`src/rtl/xcvr_rst_seq_pkg.sv`:
```
package xcvr_rst_seq_pkg;
  typedef enum logic [2:0] {
    SEQ_IDLE     = 3'd0,
    SEQ_TX_PULSE = 3'd1,
    SEQ_TX_WAIT  = 3'd2,
    SEQ_RX_PULSE = 3'd3,
    SEQ_RX_WAIT  = 3'd4,
    SEQ_UP       = 3'd5
  } seq_state_e;
endpackage

```
`src/rtl/xcvr_rst_seq_sync.sv`:
```
module xcvr_rst_seq_sync #(
  parameter int SYNC_STAGES = 2
) (
  input  logic clk,
  input  logic rst_n,
  input  logic d_async,
  output logic q_sync
);
  logic [SYNC_STAGES-1:0] stage_q;

  always_ff @(posedge clk or negedge rst_n) begin
    if (!rst_n) stage_q[0] <= 1'b0;
    else        stage_q[0] <= d_async;
  end

  for (genvar g = 1; g < SYNC_STAGES; g++) begin : g_stage
    always_ff @(posedge clk or negedge rst_n) begin
      if (!rst_n) stage_q[g] <= 1'b0;
      else        stage_q[g] <= stage_q[g-1];
    end
  end

  assign q_sync = stage_q[SYNC_STAGES-1];
endmodule

```
`src/rtl/xcvr_rst_seq_fsm.sv`:
```
module xcvr_rst_seq_fsm
  import xcvr_rst_seq_pkg::*;
(
  input  logic clk,
  input  logic rst_n,
  input  logic tx_done_s,
  input  logic rx_done_s,
  output logic tx_rst,
  output logic rx_rst,
  output logic tx_user_rdy,
  output logic rx_user_rdy
);
  seq_state_e state_q, state_d;

  always_ff @(posedge clk or negedge rst_n) begin
    if (!rst_n) state_q <= SEQ_IDLE;
    else        state_q <= state_d;
  end

  always_comb begin
    state_d = state_q;
    case (state_q)
      SEQ_IDLE:     state_d = SEQ_TX_PULSE;
      SEQ_TX_PULSE: state_d = SEQ_TX_WAIT;
      SEQ_TX_WAIT:  if (tx_done_s) state_d = SEQ_RX_PULSE;
      SEQ_RX_PULSE: state_d = SEQ_RX_WAIT;
      SEQ_RX_WAIT:  if (rx_done_s) state_d = SEQ_UP;
      SEQ_UP:       state_d = SEQ_UP;
      default:      state_d = SEQ_IDLE;
    endcase
  end

  assign tx_rst      = (state_q == SEQ_TX_PULSE);
  assign rx_rst      = (state_q == SEQ_RX_PULSE);
  assign tx_user_rdy = (state_q == SEQ_RX_PULSE) || (state_q == SEQ_RX_WAIT) ||
                       (state_q == SEQ_UP);
  assign rx_user_rdy = (state_q == SEQ_UP);
endmodule

```
`src/rtl/xcvr_rst_seq.sv`:
```
module xcvr_rst_seq #(
  parameter int SYNC_STAGES = 2
) (
  input  logic clk,
  input  logic rst_n,
  input  logic tx_done,
  input  logic rx_done,
  output logic tx_rst,
  output logic rx_rst,
  output logic tx_user_rdy,
  output logic rx_user_rdy
);
  localparam int NUM_DIR = 2;

  logic [NUM_DIR-1:0] done_async;
  logic [NUM_DIR-1:0] done_sync;

  assign done_async = {rx_done, tx_done};

  for (genvar d = 0; d < NUM_DIR; d++) begin : g_sync
    xcvr_rst_seq_sync #(.SYNC_STAGES(SYNC_STAGES)) u_sync (
      .clk     (clk),
      .rst_n   (rst_n),
      .d_async (done_async[d]),
      .q_sync  (done_sync[d])
    );
  end

  xcvr_rst_seq_fsm u_fsm (
    .clk         (clk),
    .rst_n       (rst_n),
    .tx_done_s   (done_sync[0]),
    .rx_done_s   (done_sync[1]),
    .tx_rst      (tx_rst),
    .rx_rst      (rx_rst),
    .tx_user_rdy (tx_user_rdy),
    .rx_user_rdy (rx_user_rdy)
  );
endmodule

```
`config.mk`:
```
export PLATFORM = sky130hd
export DESIGN_NAME = xcvr_rst_seq
export DESIGN_NICKNAME = d
export VERILOG_FILES = /design/src/rtl/xcvr_rst_seq_pkg.sv /design/src/rtl/xcvr_rst_seq_sync.sv /design/src/rtl/xcvr_rst_seq_fsm.sv /design/src/rtl/xcvr_rst_seq.sv
export SDC_FILE = /design/constraint.sdc
export NUM_CORES = 1
export LEC_CHECK = 0
export ABC_AREA = 1
export CAP_MARGIN = 5
export CORE_AREA = 2 2 39 41
export DETAILED_ROUTE_END_ITERATION = 10
export DIE_AREA = 0 0 41 43
export SLEW_MARGIN = 20
export SYNTH_ARGS = -nofsm -noshare
export SYNTH_HDL_FRONTEND = slang
export SYNTH_SLANG_ARGS = --single-unit
```
`constraint.sdc`:
```
create_clock -name clk -period 1.1 [get_ports clk]
set_input_delay 0.33 -clock clk [delete_from_list [all_inputs] [get_ports clk]]
set_output_delay 0.33 -clock clk [all_outputs]
set_load 0.03 [all_outputs]
```
==> flow_summary.json, run 1 <==
{
  "outcome": "finished with violations",
  "violations": "negative setup slack",
  "path_class": "flip-flop to output port",
  "multi_input_area_sq_um": 98.8,
  "synth_common_cells": "dfrtp_1 (7), nand2_1 (6), inv_1 (5), nor2_1 (5)",
  "relSlewSlack_pct": 80.6,
  "synth.avg_cell_area_sq_um": 9.38,
  "max_stage_delay_ns": 0.43,
  "grt_max_degree": 8,
  "die_w_um": 41,
  "diodes": 0,
  "yosysSeqAreaShare_pct": 66.7,
  "die_h_um": 43,
  "placementRows": 14,
  "total_power_mw": 1.32,
  "num-nets-final": 48,
  "leakage_nw": 0.219,
  "cts.reportedPaths.clkPinSlew_ns": 0.05,
  "cpMostUsedCell": "nor2_4",
  "htreeDepth": 1,
  "start_util_pct": 19.0,
  "ys_warn_count": 0,
  "seq_area_sq_um": 176,
  "die_area_sq_mm": 0.00176,
  "yosysTopAreaCell": "dfrtp_1",
  "antenna_found_initial": 0,
  "cts_buffers": 3,
  "worstPathArrival_ns": 1.05,
  "clock_latency_ns": 0.24,
  "rsz0062_at_grt": "true",
  "drt_wl_total_um": 405,
  "drtAntennaViolNets": 0,
  "io_pins": 8,
  "synth_area_sq_um": 263,
  "remaining_drc_errors": 0,
  "finalCritPeriodShare_pct": 125,
  "skew_ns": 0.00211,
  "grt_pass1_wl_um": 600,
  "min_path_type": "input pin to asynchronous set/reset pin",
  "cpMaxStageDelayCell": "dfrtp_2",
  "nFillCells": 145,
  "cts_buffer_depth": 2,
  "wire_per_inst_um": 6.86,
  "cts_tree": "built",
  "timing.fmax_mhz": 727,
  "vias": 214,
  "setup_ws_ns": -0.275,
  "core_sq_mm": 0.00138,
  "synth_edf_count": 0,
  "crit_path_cell_trace": "nor2_4 -> inv_2 -> nor2_4 -> buf_6",
  "setup_viol": 4,
  "cts.sinks": 7,
  "post-route-min-period_ns": 1.38,
  "ys_ff_latch": 7,
  "synth_cell_types": 7,
  "gp_congestion": 0.708,
  "synth_ff_type": "dfrtp_1",
  "grt_pass1_vias": 173,
  "drive_above_1_share_pct": 51.2,
  "p_per_area_mw_per_mm2": 2940,
  "final_cell_area_sq_um": 449,
  "fin_setup_tns_ns": -1.06,
  "ir_worst_vdd_uv": 775,
  "cap_viol_max_count": 0,
  "worstMarginPinSlew_ns": 0.290,
  "postPlaceCellArea_sq_um": 385,
  "track_usage_pct": 5.80,
  "slew_violations": 0,
  "crit_fanout": 3,
  "overflow": 0,
  "finalHoldViolations": 0,
  "end_kind": "output port",
  "port_buffers": 7,
  "vias_per_cell": 3.63,
  "syn_to_final_growth_pct": 71.0,
  "cp.required_ns": 0.77,
  "dp_slack_ns": -0.0755,
  "cts-root-buf": "clkbuf_4",
  "drt_iter0_drc": 0,
  "synth_top_area_share_pct": 66.7,
  "cp-start-kind": "flip-flop",
  "ys_async_sr_fraction_pct": 100,
  "synthCells": 28,
  "drt_pass1_iterations": 1,
  "synth.most_common_cell": "dfrtp_1",
  "synthesis.nets": 32,
  "ys_top_cells_by_area": "dfrtp_1 (67%), nand2_1 (8.6%), inv_1 (7.1%)"
}
## worst paths after layout
| kind | slack [ns] | cells past startpoint | to | startpoint |
|---|---|---|---|---|
| max in group asynchronous | 0.53 | 1 | u_fsm.state_q[1] | rst_n |
| min in group clk | 0.35 | 0 | g_sync[0].u_sync.q_sync | g_sync[0].u_sync.stage_q[0] |
| max | -0.28 | 4 | rx_user_rdy | u_fsm.state_q[1] |
| max reg2reg | 0.07 | 5 | u_fsm.state_q[0] | u_fsm.state_q[0] |
| min | 0.33 | 1 | g_sync[0].u_sync.stage_q[0] | rst_n |
| min reg2reg | 0.35 | 0 | g_sync[0].u_sync.q_sync | g_sync[0].u_sync.stage_q[0] |
## flip-flops by register name (all words and copies together) (netlist names)
signal                 count
g_sync.u_sync.q_sync       2
g_sync.u_sync.stage_q      2
u_fsm.state_q              3
## per-stage QoR
stage / util [%] / std cells / hold slack (ns)
floorplan: - / 28 / 0.0344
global placement: 27.8 / 55 / 0.332
detailed placement: 27.8 / 55 / 0.342
CTS: 30.7 / 59 / 0.338
global route: 32.5 / 59 / 0.345
finish: 32.5 / 59 / 0.333
## critical path, delay by kind of cell, from the launching register on
family,cells,cell delay [ns]
flops,1,0.43
simple gates,2,0.17
buf+inv,2,0.19
## metal layers
metal  GRT usage [%]  share of wire (%)  vias up
li1                -                  -      112
met2            5.94                 50        6
met4            10.0                  0        0
met3            1.57                6.2        0
met5               0                  0        -
met1            6.73                 43       96
## area by class of cell
cell class,count,area share (%)
flip-flops and latches,7,39.3
well taps,16,4.46
clock buffers,4,5.85
inverters,5,4.18
repair buffers,11,24.2
multi-input cells,16,22.0
## power by group
group	internal [mW]	switching, mW
sequential	0.323	0.0650
clock	0.138	0.0850
combinational	0.325	0.386
## cell usage in the layout (no fill, tap or decap), drive strengths merged
master	synthesis	final
o21ai	1	1
clkdlybuf4s50	0	3
nor2	7	7
dfrtp	7	7
nand2	6	6
buf	0	8
inv	5	5
clkbuf	0	4
nand3	2	2
## logic make-up (layout without fill, tap and decap cells)
group | count (synthesis) | in the layout | share of synthesized area [%]
buffers and inverters | 5 | 20 | 7.14
DFF | 7 | 7 | 66.7
and+or+nand+nor | 15 | 15 | 24.3
AOI/OAI and AO/OA | 1 | 1 | 1.90
## what timing repair did
item	4_1_cts	5_1_grt
pin swaps	2	1
hold buffers	0	0
setup buffers	0	0
setup endpoints to repair	4	5
gates resized for setup	3	9
Note: power is estimated with default switching activity, not from simulation.
==> run 2, diff against run 1 <==
- GPL_TIMING_DRIVEN: unset -> 1
==> results of run 2 <==
Same layout as run 1: the final DEF is identical, and so are final timing and power.
